**config.mk**
```make
export PLATFORM = sky130hd
export DESIGN_NAME = lcd_scan_timer
export DESIGN_NICKNAME = d
export VERILOG_FILES = /design/src/rtl/lcd_scan_pkg.sv /design/src/rtl/lcd_run_seq.sv /design/src/rtl/lcd_axis_counter.sv /design/src/rtl/lcd_byte_unpack.sv /design/src/rtl/lcd_scan_timer.sv
export SDC_FILE = /design/constraint.sdc
export NUM_CORES = 1
export LEC_CHECK = 0
export ABC_AREA = 1
export BUFFER_PORTS_ARGS = -buffer_cell sky130_fd_sc_hd__buf_2
export CAP_MARGIN = 20
export CORE_ASPECT_RATIO = 0.8
export CORE_MARGIN = 1
export CORE_UTILIZATION = 55
export DETAILED_ROUTE_END_ITERATION = 12
export PLACE_DENSITY = 0.88
export SLEW_MARGIN = 10
export SYNTH_ARGS = -nofsm -noshare
export SYNTH_HDL_FRONTEND = slang
export SYNTH_SLANG_ARGS = --single-unit
```
**constraint.sdc**
```tcl
create_clock -name clk -period 2.76 [get_ports clk]
set_clock_uncertainty 0.15 [all_clocks]
set_input_delay 0.69 -clock clk [delete_from_list [all_inputs] [get_ports clk]]
set_output_delay 0.69 -clock clk [all_outputs]
set_load 0.01 [all_outputs]
```
**src/rtl/lcd_scan_pkg.sv**
```systemverilog
package lcd_scan_pkg;

  // ticks occupied by a run of pixels when each pixel is sent as several bytes
  function automatic int pix_to_ticks(input int pixels, input int bytes_per_pix);
    return pixels * bytes_per_pix;
  endfunction

  // last tick index of a window of given length starting at first
  function automatic int window_last(input int first, input int length);
    return first + length - 1;
  endfunction

  // bits needed to count 0..count-1
  function automatic int count_bits(input int count);
    return (count > 1) ? $clog2(count) : 1;
  endfunction

endpackage

```
**src/rtl/lcd_run_seq.sv**
```systemverilog
module lcd_run_seq (
  input  logic clk,
  input  logic rst,
  input  logic en,
  output logic run_v,
  output logic run_h
);
  always_ff @(posedge clk) begin
    if (rst || !en) begin
      run_v <= 1'b0;
      run_h <= 1'b0;
    end else begin
      run_v <= 1'b1;
      run_h <= run_v;
    end
  end

  AST_H_NEEDS_V: assert property (@(posedge clk) disable iff (rst)
    run_h |-> run_v);
  AST_V_LEADS_H: assert property (@(posedge clk) disable iff (rst)
    $rose(run_h) |-> $past(run_v));
endmodule

```
**src/rtl/lcd_axis_counter.sv**
```systemverilog
module lcd_axis_counter #(
  parameter int MODULUS = 8,
  localparam int W = lcd_scan_pkg::count_bits(MODULUS)
) (
  input  logic         clk,
  input  logic         rst,
  input  logic         clr,
  input  logic         step,
  output logic [W-1:0] cnt,
  output logic         at_last
);
  localparam logic [W-1:0] LAST = W'(MODULUS - 1);

  assign at_last = (cnt == LAST);

  always_ff @(posedge clk) begin
    if (rst || clr)   cnt <= '0;
    else if (step)    cnt <= at_last ? '0 : cnt + 1'b1;
  end

  AST_CNT_RANGE: assert property (@(posedge clk) disable iff (rst)
    cnt <= LAST);
  AST_CNT_WRAP: assert property (@(posedge clk) disable iff (rst)
    (step && at_last && !clr) |=> cnt == '0);
endmodule

```
**src/rtl/lcd_byte_unpack.sv**
```systemverilog
module lcd_byte_unpack (
  input  logic        clk,
  input  logic        rst,
  input  logic        in_window,
  input  logic        even_slot,
  input  logic [15:0] fifo_word,
  input  logic        fifo_empty,
  output logic        fifo_pop,
  output logic [7:0]  pix_byte,
  output logic        starve,
  output logic        underflow
);
  logic       need_word;
  logic [7:0] lo_hold;

  assign need_word = in_window && even_slot;
  assign fifo_pop  = need_word && !fifo_empty;
  assign starve    = need_word && fifo_empty;

  always_comb begin
    if (!in_window)     pix_byte = 8'h00;
    else if (even_slot) pix_byte = fifo_word[15:8];
    else                pix_byte = lo_hold;
  end

  always_ff @(posedge clk) begin
    if (rst)           lo_hold <= 8'h00;
    else if (fifo_pop) lo_hold <= fifo_word[7:0];
  end

  always_ff @(posedge clk) begin
    if (rst)         underflow <= 1'b0;
    else if (starve) underflow <= 1'b1;
  end

  AST_NO_POP_EMPTY: assert property (@(posedge clk) disable iff (rst)
    fifo_pop |-> !fifo_empty);
  AST_STARVE_FLAGS: assert property (@(posedge clk) disable iff (rst)
    starve |=> underflow);
  AST_UFLOW_STICKY: assert property (@(posedge clk) disable iff (rst)
    underflow |=> underflow);
endmodule

```
**src/rtl/lcd_scan_timer.sv**
```systemverilog
module lcd_scan_timer
  import lcd_scan_pkg::*;
#(
  parameter int BYTES_PER_PIX  = 3,
  parameter int H_ACTIVE_PIX   = 320,
  parameter int H_TOTAL_PIX    = 408,
  parameter int HSYNC_TICKS    = 90,
  parameter int DE_START       = 204,
  parameter int V_BLANK_LINES  = 1,
  parameter int V_ACTIVE_LINES = 240,
  parameter int VSYNC_LINES    = 3,
  localparam int H_TICKS = pix_to_ticks(H_TOTAL_PIX, BYTES_PER_PIX),
  localparam int V_TOTAL = V_BLANK_LINES + V_ACTIVE_LINES,
  localparam int BW      = count_bits(H_TICKS),
  localparam int LW      = count_bits(V_TOTAL)
) (
  input  logic          clk,
  input  logic          rst,
  input  logic          en,
  input  logic [15:0]   fifo_word,
  input  logic          fifo_empty,
  output logic          fifo_pop,
  output logic [7:0]    pix_byte,
  output logic          pix_de,
  output logic          hsync_n,
  output logic          vsync_n,
  output logic [LW-1:0] line_idx,
  output logic [BW-1:0] byte_idx,
  output logic          underflow
);
  localparam int ACT_TICKS = pix_to_ticks(H_ACTIVE_PIX, BYTES_PER_PIX);
  localparam logic [BW-1:0] HSW_B   = BW'(HSYNC_TICKS);
  localparam logic [BW-1:0] HST_B   = BW'(DE_START);
  localparam logic [BW-1:0] HEND_B  = BW'(window_last(DE_START, ACT_TICKS));
  localparam logic [LW-1:0] VSL_B   = LW'(VSYNC_LINES);
  localparam logic [LW-1:0] VST_B   = LW'(V_BLANK_LINES);
  localparam logic [LW-1:0] VEND_B  = LW'(window_last(V_BLANK_LINES, V_ACTIVE_LINES));

  // named internal events
  logic          run_v, run_h;
  logic [BW-1:0] hcnt;
  logic [LW-1:0] vcnt;
  logic          h_last, v_last;
  logic          h_in_win, v_in_win, in_window;
  logic [BW-1:0] win_off;
  logic          even_slot;
  logic          starve;

  lcd_run_seq u_seq (
    .clk   (clk),
    .rst   (rst),
    .en    (en),
    .run_v (run_v),
    .run_h (run_h)
  );

  lcd_axis_counter #(.MODULUS(H_TICKS)) u_hcnt (
    .clk     (clk),
    .rst     (rst),
    .clr     (!en || !run_h),
    .step    (1'b1),
    .cnt     (hcnt),
    .at_last (h_last)
  );

  lcd_axis_counter #(.MODULUS(V_TOTAL)) u_vcnt (
    .clk     (clk),
    .rst     (rst),
    .clr     (!en || !run_v),
    .step    (run_h && h_last),
    .cnt     (vcnt),
    .at_last (v_last)
  );

  assign h_in_win  = (hcnt >= HST_B) && (hcnt <= HEND_B);
  assign v_in_win  = (vcnt >= VST_B) && (vcnt <= VEND_B);
  assign in_window = run_h && h_in_win && v_in_win;
  assign win_off   = hcnt - HST_B;
  assign even_slot = !win_off[0];

  lcd_byte_unpack u_unpack (
    .clk        (clk),
    .rst        (rst),
    .in_window  (in_window),
    .even_slot  (even_slot),
    .fifo_word  (fifo_word),
    .fifo_empty (fifo_empty),
    .fifo_pop   (fifo_pop),
    .pix_byte   (pix_byte),
    .starve     (starve),
    .underflow  (underflow)
  );

  assign pix_de   = in_window;
  assign hsync_n  = !(run_h && (hcnt < HSW_B));
  assign vsync_n  = !(run_v && (vcnt < VSL_B));
  assign line_idx = vcnt;
  assign byte_idx = hcnt;

  AST_HS_EARLY: assert property (@(posedge clk) disable iff (rst)
    !hsync_n |-> (byte_idx < HSW_B));
  AST_VS_EARLY: assert property (@(posedge clk) disable iff (rst)
    !vsync_n |-> (line_idx < VSL_B));
  AST_POP_IN_WINDOW: assert property (@(posedge clk) disable iff (rst)
    fifo_pop |-> pix_de);
  AST_DE_NOT_BLANK: assert property (@(posedge clk) disable iff (rst)
    pix_de |-> (line_idx >= VST_B));
  AST_FRAME_WRAP: assert property (@(posedge clk) disable iff (rst)
    (en && run_h && h_last && v_last) |=> (line_idx == '0));
  AST_DISABLE_IDLE: assert property (@(posedge clk) disable iff (rst)
    !en |=> (hsync_n && vsync_n && !pix_de && byte_idx == '0 && line_idx == '0));
endmodule

```
==> Word-level counts from Yosys, hierarchy flattened <==
Cells that the tools add are included.
{ "classes": {"addsub": 3, "multipliers": 0, "div_mod_pow": 0, "order_cmp": 6, "eq_ne": 2, "shift": 0, "n_mux": 4, "bitwise": 0, "n_reduce_logical": 23} }
{ "ops": {"columns": ["cell", "count"], "rows": [
  ["$mux W8", 3],
  ["$add A11 B1 Y11 const B", 1],
  ["$eq A11 B11 Y1 const B", 1],
  ["$ge A11 B8 Y1 const B", 1],
  ["$le A11 B11 Y1 const B", 1],
  ["$lt A11 B7 Y1 const B", 1],
  ["$logic_and A1 B1 Y1", 10],
  ["$add A8 B1 Y8 const B", 1],
  ["$eq A8 B8 Y1 const B", 1],
  ["$ge A8 B1 Y1 const B", 1],
  ["$le A8 B8 Y1 const B", 1],
  ["$lt A8 B2 Y1 const B", 1],
  ["$logic_not A1 Y1", 7],
  ["$logic_or A1 B1 Y1", 5],
  ["$reduce_or A2 Y1", 1],
  ["$mux W1", 1],
  ["$sub A1 B1 Y1 const B", 1]
]} }
{ "word_totals": {"regBits": 30, "latch_bits": 0, "mem_bits_rw": 0, "rom_bits": 0, "in_bits": 20, "out_inout_bits": 32, "word_cells": 44, "mem_count": 0} }

==> Depth between registers and ports, before layout <==
{ "logic_depth": {"ltp_word": 6, "ltp_mapped": 13, "mapped_depth_nobuf": 12} }

==> Modules after synthesis <==
A second synthesis with hierarchy kept.
{ "hier_totals": {"cells_unflattened": 292, "area_unflattened_um2": 1823.0} }
{ "modules_own_cells": {"columns": ["module", "n_inst", "cells_per_inst", "area_each_um2", "seq_area_each_um2"], "rows": [
  ["lcd_axis_counter at u_hcnt", 1, 81, 563.0, 220.2],
  ["lcd_byte_unpack", 1, 77, 489.2, 180.2],
  ["lcd_axis_counter at u_vcnt", 1, 64, 437.9, 160.2],
  ["lcd_scan_timer", 1, 63, 269.0, 0.0],
  ["lcd_run_seq", 1, 7, 63.8, 40.0]
]} }

==> Worst setup path before layout <==
Ideal clock, no wire load.
{ "synth_path": {"kind": "reg-to-output", "from": "register u_vcnt.cnt[0]", "to": "output fifo_pop", "arrival_time_ns": 1.472, "required_time_ns": 1.920, "slack_ns": 0.448, "stages_incl_launch_ff": 11, "path_buffers": 1, "path_cell_list": "dfxtp_1 -> inv_1 -> ha_1 -> nand2_1 -> nor2_1 -> nand2_2 -> nand2_2 -> nor2_4 -> nand4_4 -> buf_6 -> inv_1"} }
{ "synth_between": {"elab_chain_cells": 5, "elab_cells_between_ends": 6, "classes_between": "order compare (2); reduce/logical (4)"} }
{ "synth_rtl": {"columns": ["element", "line_no", "rtl"], "rows": [
  ["from (decl)", "lcd_axis_counter.sv:9", "output logic [W-1:0] cnt,"],
  ["from (signal assigned)", "lcd_axis_counter.sv:18", "else if (step) cnt <= at_last ? '0 : cnt + 1'b1;"],
  ["$ge A8 B1 Y1 / $le A8 B8 Y1 (equally long branches)", "lcd_scan_timer.sv:76", "assign v_in_win = (vcnt >= VST_B) && (vcnt <= VEND_B);"],
  ["$logic_and A1 B1 Y1 *", "lcd_scan_timer.sv:76", null],
  ["$logic_and A1 B1 Y1 *", "lcd_scan_timer.sv:77", "assign in_window = run_h && h_in_win && v_in_win;"],
  ["$logic_and A1 B1 Y1 *", "lcd_byte_unpack.sv:16", "assign need_word = in_window && even_slot;"],
  ["$logic_and A1 B1 Y1 *", "lcd_byte_unpack.sv:17", "assign fifo_pop = need_word && !fifo_empty;"],
  ["to (decl)", "lcd_scan_timer.sv:22", "output logic fifo_pop,"]
]} }
Mark *: on every way between the ends. The rest lies on a longest branch, timed or not.

==> Final worst setup path <==
{ "layout_path": {"from": "register u_vcnt.cnt[1]", "to": "output pix_byte[3]"} }
{ "layout_between": {"elab_chain_cells": 4, "elab_cells_between_ends": 5, "classes_between": "order compare (2); mux (1); reduce/logical (2)"} }
{ "layout_rtl": {"columns": ["element", "line_no", "rtl"], "rows": [
  ["$ge A8 B1 Y1 / $le A8 B8 Y1 (equally long branches)", "lcd_scan_timer.sv:76", null],
  ["$logic_and A1 B1 Y1 *", "lcd_scan_timer.sv:76", null],
  ["$logic_and A1 B1 Y1 *", "lcd_scan_timer.sv:77", null],
  ["$mux W8 *", "lcd_byte_unpack.sv:21", "if (!in_window) pix_byte = 8'h00;"],
  ["to (decl)", "lcd_scan_timer.sv:23", "output logic [7:0] pix_byte,"]
]} }
Marks and branches as above.

==> results.json <==
{
  "fin_cells": 369,
  "worst_setup_path_end_kind": "output pin",
  "routed_wl_mm": 3.771,
  "drc": 0,
  "reg2reg_from": "u_hcnt.cnt[1]",
  "power_leakage_nw": 1.090,
  "postSynthCellCount": 275,
  "hold_path.class": "register to register",
  "post_cts_buffers": 0,
  "worstPathArrival_ps": 1730,
  "r2r_end": "u_vcnt.cnt[0]",
  "grt-ovfl-total": 0,
  "grt_pass1_wl_mm": 6.679,
  "dieWidth_um": 64.87,
  "synth-warning-count": 0,
  "wl_per_cell_um": 10.22,
  "startpoint": "u_vcnt.cnt[1]",
  "routed_via_density": 4.889,
  "synth_nets": 301,
  "cp.required_ps": 1920,
  "syn_avg_cell_area_um2": 6.324,
  "outcome": "complete, no violations",
  "track_usage_pct": 25.82,
  "final_cell_mix": "nand2_1 (79), buf_2 (51), nor2_1 (42), inv_1 (40), dfxtp_1 (29)",
  "cp-endpoint": "pix_byte[3]",
  "pin_count": 52,
  "fmax_mhz": 388.6,
  "irDropWorstVdd_v": 0.0002359,
  "die_area_mm2": 0.003392,
  "synthDistinctLibCells": 24,
  "syn2layout_area_growth_pct": 22.23,
  "synth_seq_cells": 30,
  "hold_ws_ps": 320.9,
  "clk_pin_slew_ps": 60,
  "synth_area_mm2": 0.001739,
  "maxSlewHeadroom_pct": 70.02,
  "setup_viol": 0,
  "place_congestion": 0.8900,
  "worst_setup_path_start_kind": "register",
  "num_rows": 17,
  "die_h_um": 52.30,
  "vias": 1804,
  "min_period_over_period_pct": 93.25,
  "r2r_slack_ps": 920,
  "ant_nets": 0,
  "nets": 356,
  "tns_ps": 0,
  "hold_viol": 0,
  "path_max_fanout": 9,
  "antenna_found_initial": 0,
  "drt_iter0_markers": 120,
  "cts_made_buffers": 5,
  "start_util_pct": 60.57,
  "hpwl_mm": 2.851,
  "rsz0062_at_grt": "no",
  "period_minus_slack_ps": 2574,
  "cts-htree-levels": 2,
  "critPathKind": "register to output pin",
  "grt_max_degree": 17,
  "grt_pass1_vias": 1624,
  "core_mm2": 0.002872,
  "cts_hold_buffers": 0,
  "port_buffers": 51,
  "nFillCells": 245,
  "cts_tree": "yes",
  "clock_path_buffers": 2,
  "cts_root_buf": "clkbuf_8",
  "antenna_cells": 0,
  "yosysSeqAreaShare_pct": 34.53,
  "cts.repair.resized": 0,
  "drive_above_1_share_pct": 23.26,
  "maxSlewViolCount": 0,
  "rr_worst_depth": 7,
  "worst_pin_slew_ps": 448.4,
  "dp.cells": 361,
  "finalPower_w": 0.0008227,
  "p_per_area_mw_per_mm2": 387.0,
  "cts_sinks": 30,
  "final_common_cell": "nand2_1",
  "clkLatencyLatePin_ps": 280,
  "cap_violations": 0,
  "first_pass_iters": 4
}
==> synth_stat cells, drive strengths merged <==
| master | n | area [µm²] |
|---|---|---|
| a211oi | 1 | 7.510 |
| a21oi | 21 | 105.1 |
| a31oi | 1 | 6.260 |
| buf | 3 | 21.27 |
| clkbuf | 2 | 7.510 |
| clkinv | 1 | 5.000 |
| dfxtp | 30 | 600.6 |
| ha | 6 | 75.07 |
| inv | 44 | 165.2 |
| nand2 | 86 | 340.3 |
| nand3 | 11 | 55.05 |
| nand3b | 1 | 7.510 |
| nand4 | 5 | 46.29 |
| nor2 | 43 | 168.9 |
| nor3 | 8 | 50.05 |
| nor3b | 1 | 7.510 |
| o21ai | 7 | 35.03 |
| xor2 | 4 | 35.03 |
==> worst min path at each step <==
stage / depth (start not counted) / to / slack (ps) / start
after floorplan: 2 / u_unpack.underflow / 320 / u_unpack.underflow
after global placement: 2 / u_unpack.underflow / 300 / u_unpack.underflow
after detailed placement: 2 / u_unpack.underflow / 310 / u_unpack.underflow
after CTS: 2 / u_unpack.underflow / 320 / u_unpack.underflow
after global routing: 2 / u_unpack.underflow / 350 / u_unpack.underflow
final: 2 / u_unpack.underflow / 320 / u_unpack.underflow
==> state kept, by name, indices dropped and copies added (netlist names) <==
register            cells
u_seq.run_v             1
u_seq.run_h             1
u_unpack.lo_hold        8
u_vcnt.cnt              8
u_hcnt.cnt             11
u_unpack.underflow      1
==> routing by layer <==
layer | share of wire (%) | GRT usage, % | vias to the layer above | wire [µm]
li1 | - | - | 959 | -
met1 | 49 | 32.04 | 791 | 1864
met2 | 43 | 41.84 | 51 | 1635
met3 | 6.2 | 7.609 | 3 | 232
met4 | 1.0 | 10.74 | 0 | 38
met5 | 0 | 0 | - | 0
==> kinds of logic (layout without fill, tap and decap cells) <==
logic type	Yosys count	in the layout	synth area share, %
AOI/OAI and AO/OA	30	30	8.849
xor gates and xnor gates	4	4	2.014
adders and majority gates	6	6	4.316
buffers and inverters	50	106	11.44
DFF	30	30	34.53
and+or+nand+nor	155	155	38.85
==> per-stage QoR <==
step,setup slack (ps),cell area [µm²],utilization (%)
4_1_cts,44.00,2120,73.81
5_1_grt,34.72,2126,74.03
3_5_place_dp,372.0,2028,70.63
3_3_place_gp,448.3,2028,70.63
2_1_floorplan,448.0,1739,-
6_report,186.4,2126,74.03
==> critical path, cell delays in order, from the launching register on <==
cell and delay, ps:
dfxtp_1 370, inv_1 110, ha_1 190, nand2_1 60, nor2_1 50, nand2_2 60
nand2_2 60, nor2_4 160, nand2_4 110, a21oi_1 140, buf_2 150
==> cell type report <==
type / instances / area (µm²) / area share, %
Multi-Input combinational cell: 195 / 944.7 / 44.44
Tap cell: 38 / 47.55 / 2.237
Clock buffer: 7 / 86.33 / 4.061
Clock inverter: 1 / 5.005 / 0.2354
Inverter: 45 / 170.2 / 8.005
Sequential cell: 30 / 601.8 / 28.31
Timing Repair Buffer: 53 / 270.3 / 12.71
==> power by group <==
| part | switching [W] | leakage [nW] | total (W) | internal (W) |
|---|---|---|---|---|
| Clock | 0.000160 | 0.0482 | 0.000361 | 0.000201 |
| Combinational | 0.0000134 | 0.800 | 0.0000267 | 0.0000133 |
| Sequential | 0.000000939 | 0.242 | 0.000435 | 0.000434 |
| Total | 0.000174 | 1.09 | 0.000823 | 0.000648 |
No activity file was read; power rests on OpenSTA's default activity.
